## config.mk

```make
export PLATFORM = sky130hd
export DESIGN_NAME = br_resolve
export DESIGN_NICKNAME = d
export VERILOG_FILES = /design/src/rtl/br_pkg.sv /design/src/rtl/br_cond_eval.sv /design/src/rtl/br_target_calc.sv /design/src/rtl/br_hint.sv /design/src/rtl/br_resolve.sv
export SDC_FILE = /design/constraint.sdc
export NUM_CORES = 1
export LEC_CHECK = 0
export ABC_AREA = 1
export ABC_CLOCK_PERIOD_IN_PS = 2770
export BUFFER_PORTS_ARGS = -buffer_cell sky130_fd_sc_hd__buf_2
export CAP_MARGIN = 20
export CORE_MARGIN = 1
export CORE_UTILIZATION = 43
export CTS_BUF_LIST = sky130_fd_sc_hd__clkbuf_16
export DETAILED_ROUTE_END_ITERATION = 6
export PLACE_DENSITY = 0.69
export SETUP_SLACK_MARGIN = 0.1
export SYNTH_ARGS = -nofsm -noshare
export SYNTH_HDL_FRONTEND = slang
export SYNTH_SLANG_ARGS = --single-unit
```

## constraint.sdc

```tcl
create_clock -name clk -period 2.77 [get_ports clk]
set_input_delay 0.554 -clock clk [delete_from_list [all_inputs] [get_ports clk]]
set_output_delay 0.554 -clock clk [all_outputs]
set_load 0.01 [all_outputs]
```

## src/rtl/br_pkg.sv

```systemverilog
package br_pkg;
  typedef enum logic [2:0] {
    C_EQ  = 3'd0,
    C_GE  = 3'd1,
    C_GT  = 3'd2,
    C_LBC = 3'd3,
    C_LBS = 3'd4,
    C_LE  = 3'd5,
    C_LT  = 3'd6,
    C_RSV = 3'd7
  } cond_e;
endpackage

```

## src/rtl/br_cond_eval.sv

```systemverilog
module br_cond_eval
  import br_pkg::*;
#(
  parameter int DATA_W = 64
) (
  input  logic [2:0]        cond,
  input  logic [DATA_W-1:0] rval,
  output logic              hit,
  output logic              illegal
);
  logic is_zero;
  logic is_neg;

  assign is_zero = (rval == '0);
  assign is_neg  = rval[DATA_W-1];

  always_comb begin
    hit     = 1'b0;
    illegal = 1'b0;
    case (cond_e'(cond))
      C_EQ:    hit = is_zero;
      C_GE:    hit = !is_neg;
      C_GT:    hit = !is_neg && !is_zero;
      C_LBC:   hit = !rval[0];
      C_LBS:   hit = rval[0];
      C_LE:    hit = is_neg || is_zero;
      C_LT:    hit = is_neg;
      default: illegal = 1'b1;
    endcase
  end
endmodule

```

## src/rtl/br_target_calc.sv

```systemverilog
module br_target_calc #(
  parameter int PC_W   = 64,
  parameter int DISP_W = 21
) (
  input  logic [PC_W-1:0]   npc,
  input  logic [DISP_W-1:0] disp,
  output logic [PC_W-1:0]   target
);
  localparam int EXT_W = PC_W - DISP_W - 2;

  function automatic logic [PC_W-1:0] byte_offset(input logic [DISP_W-1:0] d);
    return {{EXT_W{d[DISP_W-1]}}, d, 2'b00};
  endfunction

  assign target = npc + byte_offset(disp);
endmodule

```

## src/rtl/br_hint.sv

```systemverilog
module br_hint #(
  parameter int DISP_W = 21
) (
  input  logic [DISP_W-1:0] disp,
  output logic              backward
);
  assign backward = disp[DISP_W-1];
endmodule

```

## src/rtl/br_resolve.sv

```systemverilog
module br_resolve
  import br_pkg::*;
#(
  parameter int DATA_W = 64,
  parameter int PC_W   = 64,
  parameter int DISP_W = 21
) (
  input  logic              clk,
  input  logic              rst_n,
  input  logic              in_valid,
  input  logic [2:0]        in_cond,
  input  logic [DATA_W-1:0] in_rval,
  input  logic [PC_W-1:0]   in_npc,
  input  logic [DISP_W-1:0] in_disp,
  output logic              out_valid,
  output logic [PC_W-1:0]   out_target,
  output logic              out_taken,
  output logic              out_pred_taken,
  output logic              out_mispredict,
  output logic              out_illegal
);
  logic            cond_hit;
  logic            cond_illegal;
  logic            hint_back;
  logic [PC_W-1:0] calc_target;
  logic            guess_wrong;

  br_cond_eval #(.DATA_W(DATA_W)) u_eval (
    .cond    (in_cond),
    .rval    (in_rval),
    .hit     (cond_hit),
    .illegal (cond_illegal)
  );

  br_target_calc #(.PC_W(PC_W), .DISP_W(DISP_W)) u_tgt (
    .npc    (in_npc),
    .disp   (in_disp),
    .target (calc_target)
  );

  br_hint #(.DISP_W(DISP_W)) u_hint (
    .disp     (in_disp),
    .backward (hint_back)
  );

  assign guess_wrong = cond_hit ^ hint_back;

  always_ff @(posedge clk) begin
    if (!rst_n) begin
      out_valid      <= 1'b0;
      out_target     <= '0;
      out_taken      <= 1'b0;
      out_pred_taken <= 1'b0;
      out_mispredict <= 1'b0;
      out_illegal    <= 1'b0;
    end else begin
      out_valid      <= in_valid;
      out_taken      <= in_valid & cond_hit;
      out_pred_taken <= in_valid & hint_back;
      out_mispredict <= in_valid & guess_wrong;
      out_illegal    <= in_valid & cond_illegal;
      if (in_valid) out_target <= calc_target;
    end
  end
endmodule

```

==> out/results.env, run 1 <==
FINISH.NET_COUNT=2070
WORST_SETUP_HOLD_PATH_CLK_SLEW_PS=60
PLACEMENT_ROWS=50
GRT.OVERFLOW.TOTAL=0
MAX_CAP_CHECK_VIOLATION_COUNT=0
YOSYSSEQAREASHARE_PCT=16.6
SYNTH.FF_LATCH_COUNT=69
DRT.ANTENNA.VIOLATING_NETS=0
POWER_DENSITY_nW_PER_UM2=403
MAXIMUM_NUMBER_OF_PINS_ON_ONE_NET_BEFORE_GLOBAL_ROUTE_REPAIR=59
POST-CTS-SETUP-BUFFERS=0
NETLIST_TOP_CELLS_AREA='nand2_1 27%, dfxtp_1 17%, inv_1 14%'
ROUTED-VIA-COUNT=10400
PORT_BUFFERS=223
FLOORPLAN.INITIALDENSITY_PCT=44.2
FIN_SKEW_PS=0
SYNTH.NET_COUNT=1790
FINAL_WL_UM=32900
SYNTH_AREA_PER_CELL_SQ_UM=5.29
RUN_STATUS='complete, no violations'
SWSHARE_PCT=42.7
HTREE_NUM_LEVELS=3
CRITICAL-PATH-SLOWEST-CELL='ha_1'
SYNTHESIS.YOSYS.WARNINGS=0
VIA_COUNT_OF_THE_FIRST_GLOBAL_ROUTING_PASS=9352
GRT_SETUP_UNREPAIRED='false'
CLOCK_PATH_BUFFERS=2
SYNTHCELLS=1573
DPL_HPWL_UM=28100
FINAL_PERIOD_MINUS_WORST_SETUP_SLACK_PS=2500
WORST-ENDPOINT-REQUIRED_PS=3010
STARTPOINT_TYPE_OF_THE_WORST_SETUP_PATH='input pin'
NUMBER_OF_DISTINCT_STANDARD_CELLS_REFERENCED_BY_THE_SYNTHESIZED_NETLIST=34
DRT_FIRST_PASS_ITERS=5
SYNTH_ASYNC_SR_FLOP_SHARE_PCT=0
NUM-FILL-CELLS=2015
DRT_DRC_VIOLATIONS_LEFT=0
FMAX_MHz=400
CTS_HOLD_BUF=0
CTS_ROOT_BUFFER='clkbuf_16'
CRITICAL_PATH.TOP_DELAY_FAMILY='simple AND/OR/NAND/NOR gates'
FRACTION_OF_FINAL_LAYOUT_CELLS_WITH_DRIVE_STRENGTH_GREATER_THAN_1_PCT=19.5
CLOCK_LATENCY_PS=340
PATH_COMMON_CELL='nand2_1'
PATH_BUF_INV=5
TIMING.CRITICAL_PATH.FANOUT_MAX=22
POSTCTSRESIZEDCELLS=0
CRITPATHCAPTURETYPE='flop'
P_COMB_SHARE_PCT=45.5
NUMCTSBUFFERS=9
AREA_DELTA_SYNTH_FINAL_PCT=25.9
HOLD_VIOL_FINAL=0
HOLD_PATH_CLASS='input pin to flop'
INTERNAL_POWER_CONTRIBUTION_mW=2.42
RELATIVE_SLEW_SLACK_PCT=39.3
TIMING.FINAL.MAX_SLEW_VIOLATIONS=0
PLACE.GP.CONGESTION=1.00
ANTENNA_FOUND_INITIAL=0
CLOCK_POWER_SHARE_PCT=26.7
FINAL_COMMON_CELL='nand2_1'
LAYOUT.CELLS.MOST_COMMON_LIST='599 x nand2_1, 310 x inv_1, 223 x buf_2'
DIE_FOOTPRINT_SQ_UM=19900
SWITCHING_POWER_SUMMED_OVER_ALL_NETS_mW=1.80
POWER.LEAKAGE_nW=6.61
TOP_LEVEL_PORTS=224
TOTALPOWERFINAL_mW=4.22
SYNTH_EDF_COUNT=0
VIAS_PER_CELL=4.91
SETUP.WORST_PATH.CLASS='input pin to flop'
CTS_NUM_SINKS=69
TIGHTESTPINTRANSITION_PS=910
FP.DIEH_UM=141
NETLIST_AREA_SQ_UM=8320
SEQ_POWER_SHARE_PCT=27.8
CRITICAL-PATH-MAX-STAGE-DELAY_PS=370
PRECTSSETUPSLACK_PS=-33.3
VDD_IR_DROP_MAX_uV=285
LAYOUT_SETUP_WS_PS=271
GLOBALROUTETOTALUTIL_PCT=32.9
CRITPATHARRIVALTIME_PS=2740
SYNTH-MAIN-FF-CELL='dfxtp_1'
GRT_PASS1_WL_UM=49500
N_DIODES=0
NETLIST.AREA_LEADER.SHARE_PCT=27.0
FINALSETUPVIOLCOUNT=0
FIN_CRIT_SH_PCT=90.2
CRIT_CHAIN='buf_2 -> buf_12 -> ha_1 -> nand2_1 -> nor2_1 -> inv_1 -> nor2_1 -> buf_4 -> nand2_1 -> nor2_1 -> nand2_1 -> nand4_1 -> nand3_1 -> nand2_1 -> inv_1'
TRITONCTS='built'
DRT_FIRST_ITER_VIOLATIONS=795
DIE_X_UM=141
SYNTH_AREA_LEADER_CELL='nand2_1'
ROUTEDWLPERCELL_UM=15.5
FLOORPLAN.CORE_AREA_SQ_UM=18800
## layer usage
| metal | vias up | global-route usage [%] | part of all wire (%) |
|---|---|---|---|
| met5 | - | 0 | 0 |
| met4 | 0 | 10.2 | 2.4 |
| met3 | 43 | 6.39 | 9.5 |
| met2 | 422 | 50.7 | 42 |
| met1 | 4612 | 46.0 | 46 |
| li1 | 5329 | - | - |
## cells by family after synthesis
kind of cell	synth area share (%)
adders and majority gates	9.41
and+or+nand+nor	45.7
DFF	16.6
AOI/OAI and AO/OA	9.38
buffers and inverters	15.4
xor gates and xnor gates	3.58
## final cells by class
type | count | area [sq um] | area share [%]
clock buffer | 9 | 225 | 2.15
timing repair buffer | 290 | 1630 | 15.6
clock inverter | 7 | 50.0 | 0.478
inverter | 319 | 1200 | 11.4
multi-input combinational | 1164 | 5670 | 54.1
sequential | 69 | 1380 | 13.2
tap | 260 | 325 | 3.10
## cells in the mapped netlist, types with 7 or more instances
cell / instances
nor2_2: 14
nor3_1: 10
xor2_1: 20
ha_1: 61
clkbuf_1: 19
nor3_2: 7
xnor2_1: 14
nand2_1: 599
nor2_1: 167
nand4_1: 11
o21ai_0: 59
dfxtp_1: 69
nand2_2: 19
inv_1: 310
inv_2: 7
nand3_1: 78
a21oi_1: 69
## power by group through the flow
| stage | sequential (mW) | combinational (mW) | clock, mW |
|---|---|---|---|
| after global routing | 1.18 | 2.12 | 1.18 |
| after CTS | 1.17 | 1.88 | 1.14 |
| after global placement | 1.19 | 1.88 | 0 |
| after detailed placement | 1.20 | 1.87 | 0 |
| final | 1.17 | 1.92 | 1.13 |
| after floorplan | 1.22 | 1.04 | 0 |
## worst min-delay path, cell delays in order
cell and delay [ps]:
buf_2 80, nor2_1 30, nor2_1 80
## state kept, by name (all words and copies together) (netlist names)
signal and flops:
out_illegal 1, out_target 64, out_taken 1, out_valid 1, out_mispredict 1, out_pred_taken 1
## path summary, 6_finish.rpt
check / from / end / slack, ps / cells after the start
max: in_disp[20] / out_target[55] / 270 / 15
min: in_npc[0] / out_target[0] / 430 / 3
max reg2reg: out_target[49] / out_target[49] / 1970 / 4
min reg2reg: out_target[14] / out_target[14] / 490 / 2
## per-stage QoR
step / utilization, % / std cells / hold slack (ps) / TNS [ps] / instance area, sq um
floorplan: - / 1573 / 510 / 0 / 8320
global route: 55.6 / 2118 / 462 / 0 / 10500
CTS: 55.6 / 2118 / 431 / 0 / 10500
global placement: 54.1 / 2102 / 461 / -166 / 10200
finish: 55.6 / 2118 / 432 / 0 / 10500
detailed placement: 54.1 / 2102 / 473 / -69.6 / 10200
Power figures use the tool's default switching activity.
==> run 2, diff against run 1 <==
==> constraint.sdc (replaced) <==
create_clock -name clk -period 2.77 [get_ports clk]
set_input_delay 0 -clock clk [delete_from_list [all_inputs] [get_ports clk]]
set_output_delay 0 -clock clk [all_outputs]
set_load 0.01 [all_outputs]
==> out/results.env, run 2 (same netlist as run 1, synthesis figures left out) <==
CRITPATHARRIVALTIME_PS=2820  # +80 ps
FINAL_TOTAL_NEGATIVE_SETUP_SLACK_PS=0  # unchanged
GLOBALROUTETOTALUTIL_PCT=33.8  # +0.87 points
POWER_DENSITY_nW_PER_UM2=412  # +2.1%
CTS_NUM_SINKS=69  # unchanged
WORST_SETUP_HOLD_PATH_CLK_SLEW_PS=60  # about the same
REG2REG_DEPTH=2  # -2
AREA_DELTA_SYNTH_FINAL_PCT=21.9
WORSTSETUPENDPOINT='out_target[53]'
LAYOUT.CELLS.MOST_COMMON_LIST='599 x nand2_1, 310 x inv_1, 223 x buf_2'
POST-CTS-SETUP-BUFFERS=0  # unchanged
CRITICAL_PATH.TOP_DELAY_FAMILY='simple AND/OR/NAND/NOR gates'
CRITICAL_PATH.REG2REG.ENDPOINT='out_target[37]'
FRACTION_OF_FINAL_LAYOUT_CELLS_WITH_DRIVE_STRENGTH_GREATER_THAN_1_PCT=17.4  # -2.2 points
PATH_COMMON_CELL='nand2_1'
CLOCK_POWER_SHARE_PCT=27.6  # +0.9 points
FINAL_COMMON_CELL='nand2_1'
TIGHTESTPINTRANSITION_PS=975  # +65.6 ps
DRT_FIRST_ITER_VIOLATIONS=799  # +0.50%
FINALSETUPVIOLCOUNT=0  # unchanged
DPL.CELL_COUNT=2040  # -2.9%
FMAX_MHz=388  # -3.2%
HOLD_PATH_CLASS='input pin to flop'
LARGEST_REGISTER_FFS=64  # unchanged
WORSTREG2REGSTART='out_target[37]'
ANTENNA_FOUND_INITIAL=2  # +2
GRT_PASS1_WL_UM=50600  # +2.1%
TIMING.FINAL.MAX_SLEW_VIOLATIONS=0  # unchanged
GRT_SETUP_UNREPAIRED='true'
CLOCK_PATH_BUFFERS=2  # unchanged
FINAL_WL_UM=34000  # +3.2%
FINAL_DESIGN_AREA_NO_FILL_SQ_UM=10100  # -3.2%
NUMCTSBUFFERS=9  # unchanged
WORST-R2R-SETUP-SLACK_PS=2000  # +30 ps
HTREE_NUM_LEVELS=3  # unchanged
FINISH.NET_COUNT=2014  # -2.7%
VDD_IR_DROP_MAX_uV=238  # -17%
CRITICAL-PATH-SLOWEST-CELL='dlygate4sd3_1'
VIA_COUNT_OF_THE_FIRST_GLOBAL_ROUTING_PASS=9017  # -3.6%
RELATIVE_SLEW_SLACK_PCT=34.9  # -4.4 points
CRITICAL-PATH-MAX-STAGE-DELAY_PS=540  # +170 ps
FINAL_CORE_UTILIZATION_PCT=53.9  # -1.8 points
MAXIMUM_NUMBER_OF_PINS_ON_ONE_NET_BEFORE_GLOBAL_ROUTE_REPAIR=49  # -17%
TOP_LEVEL_PORTS=224  # unchanged
FINAL_PERIOD_MINUS_WORST_SETUP_SLACK_PS=2580  # +81.5 ps
FIN_CRIT_SH_PCT=93.1  # +2.9 points
DIE_FOOTPRINT_SQ_UM=19900  # unchanged
RUN_STATUS='complete, no violations'
DRT_FIRST_PASS_ITERS=6  # +1
ROUTEDWLPERCELL_UM=16.5  # +6.0%
DPL_HPWL_UM=28900  # +2.8%
PLACE.GP.CONGESTION=0.978  # -2.6%
INTERNAL_POWER_CONTRIBUTION_mW=2.35  # -2.7%
TRITONCTS='built'
PATH_BUF_INV=5  # unchanged
GRT.OVERFLOW.TOTAL=0  # unchanged
SWITCHING_POWER_SUMMED_OVER_ALL_NETS_mW=1.82  # +1.1%
CRIT_CHAIN='dlygate4sd3_1 -> buf_2 -> buf_12 -> ha_1 -> nand2_1 -> nor2_1 -> inv_1 -> nor2_2 -> nand2_1 -> nor3_2 -> nand2_1 -> nand4_1 -> nand3_1 -> nand2_1 -> inv_1'
WORSTSETUPSTARTPOINT='in_disp[20]'
DRT_DRC_VIOLATIONS_LEFT=0  # unchanged
HOLD_VIOL_FINAL=0  # unchanged
STARTPOINT_TYPE_OF_THE_WORST_SETUP_PATH='input pin'
FIN_SKEW_PS=0  # unchanged
WORST-ENDPOINT-REQUIRED_PS=3010  # about the same
MAX_FLOP_REGISTER='out_target'
DRT.ANTENNA.VIOLATING_NETS=0  # unchanged
SEQ_POWER_SHARE_PCT=28.2  # +0.4 points
POWER.LEAKAGE_nW=6.36  # -3.8%
MAX_CAP_CHECK_VIOLATION_COUNT=0  # unchanged
FP.DIEH_UM=141  # unchanged
P_COMB_SHARE_PCT=44.2  # -1.3 points
FLOORPLAN.INITIALDENSITY_PCT=44.2  # unchanged
CTS_ROOT_BUFFER='clkbuf_16'
CLOCK_LATENCY_PS=340  # about the same
VIAS_PER_CELL=5.01  # +2.0%
N_DIODES=0  # unchanged
DIE_X_UM=141  # unchanged
INSTANCES_NO_FILL=2062  # -2.6%
CRITPATHCAPTURETYPE='flop'
SWSHARE_PCT=43.6  # +0.95 points
PATH_DEPTH=15  # unchanged
TIMING.CRITICAL_PATH.FANOUT_MAX=42  # +91%
PLACE_AREA_SQ_UM=9730  # -4.6%
PLACEMENT_ROWS=50  # unchanged
SETUP.WORST_PATH.CLASS='input pin to flop'
PORT_BUFFERS=223  # unchanged
ROUTED-VIA-COUNT=10300  # -0.71%
FLOORPLAN.CORE_AREA_SQ_UM=18800  # unchanged
-- run 2: changes by cell type in the layout (fill, tap and decap cells not counted), moves of 2 or more --
cell and delta:
a21oi_1 -2, a21oi_2 +2, buf_4 -62, clkinv_2 -2
clkinvlp_4 -2, dlygate4sd3_1 +6, ha_1 -3, ha_2 +3
inv_8 +2, nor2_1 -3, nor2_2 +3, xor2_1 -3
xor2_2 +3
-- run 2: layout make-up --
| cell class | count | area [sq um] |
|---|---|---|
| clock buffer | 9 | 225 |
| clock inverter | 7 | 65.1 |
| fill | 2025 | 8680 |
| inverter | 319 | 1200 |
| multi-input combinational | 1164 | 5730 |
| sequential | 69 | 1380 |
| tap | 260 | 325 |
| timing repair buffer | 234 | 1230 |
-- run 2: worst min-delay path, delay by kind of cell --
family	cells	cell delay (ps)
buf+inv	1	80
simple gates	2	120
fa+ha+maj	1	120
-- run 2: repair_timing --
action | 4_1_cts | 5_1_grt
endpoints found under the hold margin | 5 | 0
hold buffers | 6 | 0
gates resized for setup | 0 | 14
endpoints found under the setup margin | 0 | 12
-- run 2: worst min path at each step --
stage | from | endpoint | slack [ps] | cells past startpoint
after floorplan | in_npc[0] | out_target[0] | 130 | 2
after global placement | in_npc[0] | out_target[0] | 230 | 3
after detailed placement | in_npc[0] | out_target[0] | 230 | 3
after CTS | in_npc[2] | out_target[2] | 20 | 4
after global routing | in_npc[2] | out_target[2] | 30 | 4
final | in_npc[2] | out_target[2] | 20 | 4
-- run 2: per-stage QoR --
step           setup slack, ps  total power, mW  hold slack, ps
4_1_cts                    130             4.14            15.1
6_report                   190             4.18            16.1
3_3_place_gp               280             2.98             227
5_1_grt                   71.5             4.42            34.7
2_1_floorplan             1110             2.26             135
3_5_place_dp               342             2.97             233
-- run 2: metal layers --
metal	share of wire (%)	up-vias	track usage (%)
met4	1.7	2	6.64
met1	47	4591	49.2
met3	9.0	38	4.55
met2	42	483	52.7
li1	-	5218	-
met5	0.044	-	0
-- run 2: power by group through the flow --
stage / logic (mW) / registers [mW] / clock network [mW]
after global routing: 2.03 / 1.19 / 1.21
after CTS: 1.79 / 1.18 / 1.17
after detailed placement: 1.77 / 1.20 / 0
final: 1.85 / 1.18 / 1.15
after floorplan: 1.04 / 1.22 / 0
after global placement: 1.78 / 1.20 / 0
==> run 3, diff against run 2 <==
--- a/config.mk
+++ b/config.mk
@@ -13,7 +13,7 @@
 export CORE_UTILIZATION = 43
 export CTS_BUF_LIST = sky130_fd_sc_hd__clkbuf_16
 export DETAILED_ROUTE_END_ITERATION = 6
-export PLACE_DENSITY = 0.69
+export PLACE_DENSITY = 0.67
 export SETUP_SLACK_MARGIN = 0.1
 export SYNTH_ARGS = -nofsm -noshare
 export SYNTH_HDL_FRONTEND = slang
==> out/results.env, run 3 (same netlist as run 1, synthesis figures left out) <==
RUN_STATUS='complete, no violations'
FINAL_CORE_UTILIZATION_PCT=53.5  # -0.42 points
FINAL_TOTAL_NEGATIVE_SETUP_SLACK_PS=0  # unchanged
FP.DIEH_UM=141  # unchanged
LAYOUT.CELLS.MOST_COMMON_LIST='599 x nand2_1, 311 x inv_1, 223 x buf_2'
FINAL_WL_UM=31600  # -6.9%
PLACEMENT_ROWS=50  # unchanged
DRT_DRC_VIOLATIONS_LEFT=0  # unchanged
FINALSETUPVIOLCOUNT=0  # unchanged
FINAL_PERIOD_MINUS_WORST_SETUP_SLACK_PS=2040  # -538 ps
TOTALPOWERFINAL_mW=4.13  # -1.2%
MAX_CAP_CHECK_VIOLATION_COUNT=0  # unchanged
CTS_NUM_SINKS=69  # unchanged
MAX_FLOP_REGISTER='out_target'
FINAL_COMMON_CELL='nand2_1'
CTS_ROOT_BUFFER='clkbuf_16'
WORSTHOLDSTART='in_disp[0]'
GRT_SETUP_UNREPAIRED='false'
GRT_PASS1_WL_UM=47300  # -6.5%
DRT_FIRST_ITER_VIOLATIONS=779  # -2.5%
REG2REG_DEPTH=4  # +2
PLACE.GP.CONGESTION=0.983  # +0.52%
HTREE_NUM_LEVELS=3  # unchanged
CRITICAL_PATH.REG2REG.ENDPOINT='out_target[28]'
LARGEST_REGISTER_FFS=64  # unchanged
VDD_IR_DROP_MAX_uV=243  # +2.0%
WORST-R2R-SETUP-SLACK_PS=2040  # +40 ps
ANTENNA_FOUND_INITIAL=0  # -2
POWER.LEAKAGE_nW=6.33  # -0.44%
RELATIVE_SLEW_SLACK_PCT=35.7  # +0.83 points
PRECTSSETUPSLACK_PS=491  # +149 ps
STARTPOINT_TYPE_OF_THE_WORST_SETUP_PATH='input pin'
TOP_LEVEL_PORTS=224  # unchanged
NUMCTSBUFFERS=9  # unchanged
DIE_X_UM=141  # unchanged
VIAS_PER_CELL=4.90  # -2.2%
WORST_HOLD_PATH.NUM_CELLS=4  # unchanged
VIA_COUNT_OF_THE_FIRST_GLOBAL_ROUTING_PASS=8902  # -1.3%
HOLD_VIOL_FINAL=0  # unchanged
POSTCTSRESIZEDCELLS=0  # unchanged
ROUTEDWLPERCELL_UM=15.4  # -6.8%
HOLD_PATH_CLASS='input pin to flop'
FIN_SKEW_PS=0  # unchanged
FLOORPLAN.CORE_AREA_SQ_UM=18800  # unchanged
WORSTREG2REGSTART='out_target[28]'
FRACTION_OF_FINAL_LAYOUT_CELLS_WITH_DRIVE_STRENGTH_GREATER_THAN_1_PCT=16.5  # -0.86 points
MIN_TO='out_target[2]'
CRITPATHCAPTURETYPE='flop'
DPL.CELL_COUNT=2039  # -0.049%
DIE_FOOTPRINT_SQ_UM=19900  # unchanged
FIN_CRIT_SH_PCT=73.7  # -19 points
GLOBALROUTETOTALUTIL_PCT=31.5  # -2.3 points
TRITONCTS='built'
DPL_HPWL_UM=26900  # -6.9%
DRT_FIRST_PASS_ITERS=5  # -1
TIMING.CRITICAL_PATH.FANOUT_MAX=3  # -93%
ROUTED-VIA-COUNT=10100  # -2.3%
GRT.OVERFLOW.TOTAL=0  # unchanged
N_DIODES=0  # unchanged
LAYOUT_SETUP_WS_PS=728  # +538 ps
CLOCK_LATENCY_PS=340  # about the same
TIGHTESTPINTRANSITION_PS=963  # -12.5 ps
FINISH.NET_COUNT=2011  # -0.15%
PORT_BUFFERS=223  # unchanged
CRITPATHARRIVALTIME_PS=2280  # -540 ps
SETUP.WORST_PATH.CLASS='input pin to flop'
INSTANCES_NO_FILL=2059  # -0.15%
DRT.ANTENNA.VIOLATING_NETS=0  # unchanged
FMAX_MHz=490  # +26%
WORST_SETUP_HOLD_PATH_CLK_SLEW_PS=60  # about the same
CLOCK_PATH_BUFFERS=2  # unchanged
POWER_DENSITY_nW_PER_UM2=410  # -0.42%
AREA_DELTA_SYNTH_FINAL_PCT=21.0
WORST-ENDPOINT-REQUIRED_PS=3000  # about the same
FLOORPLAN.INITIALDENSITY_PCT=44.2  # unchanged
TIMING.FINAL.MAX_SLEW_VIOLATIONS=0  # unchanged
MAXIMUM_NUMBER_OF_PINS_ON_ONE_NET_BEFORE_GLOBAL_ROUTE_REPAIR=59  # +20%
run 3: cell count changes in the layout (fill, tap and decap cells not counted), moves of 3 or more:
cell | before | now
ha_1 | 58 | 61
ha_2 | 3 | 0
nor2_1 | 164 | 167
nor2_2 | 17 | 14
xor2_1 | 17 | 20
xor2_2 | 3 | 0
run 3: cell type report:
| type | instances | area [sq um] |
|---|---|---|
| fill | 2078 | 8760 |
| multi-input combinational | 1164 | 5660 |
| sequential | 69 | 1380 |
| timing repair buffer | 231 | 1210 |
| inverter | 319 | 1200 |
| tap | 260 | 325 |
| clock buffer | 9 | 225 |
| clock inverter | 7 | 66.3 |
run 3: power breakdown:
part | leakage (nW) | internal [mW] | switching, mW | total [mW]
combinational | 5.62 | 0.615 | 1.18 | 1.80
clock | 0.142 | 0.693 | 0.471 | 1.16
sequential | 0.574 | 1.10 | 0.0658 | 1.17
run 3: worst max-delay path by stage:
stage,from,end
after floorplan,in_npc[2],out_target[62]
after global placement,in_npc[2],out_target[32]
after detailed placement,in_npc[2],out_target[32]
after CTS,in_npc[2],out_target[32]
after global routing,in_npc[2],out_target[32]
final,in_npc[2],out_target[32]
run 3: per-layer routing:
| metal | track usage (%) | vias up | wire [um] |
|---|---|---|---|
| met5 | 0 | - | 0 |
| met3 | 5.03 | 40 | 2710 |
| met1 | 44.3 | 4465 | 14700 |
| met2 | 48.7 | 383 | 13400 |
| li1 | - | 5206 | - |
| met4 | 10.1 | 0 | 765 |
run 3: repair_timing:
action,CTS,global route
setup buffers,0,0
endpoints found under the hold margin,3,0
hold buffers,4,0
run 3: critical path: stages:
cell     delay, ps
buf_2           80
ha_1           210
inv_1           70
fa_1           420
inv_1          110
nand3_1        100
nor2_1         240
nor2_1         160
o21ai_2        270
nand2_1         80
nand2_1         80
xnor2_1        230
nand2_1        100
nand2_1         70
inv_1           40
run 3: through the flow:
stage / hold slack, ps / area [sq um]
after floorplan: 135 / 8320
after global placement: 222 / 9740
after detailed placement: 233 / 9740
after CTS: 7.09 / 10100
after global routing: 27.3 / 10100
final: 17.4 / 10100
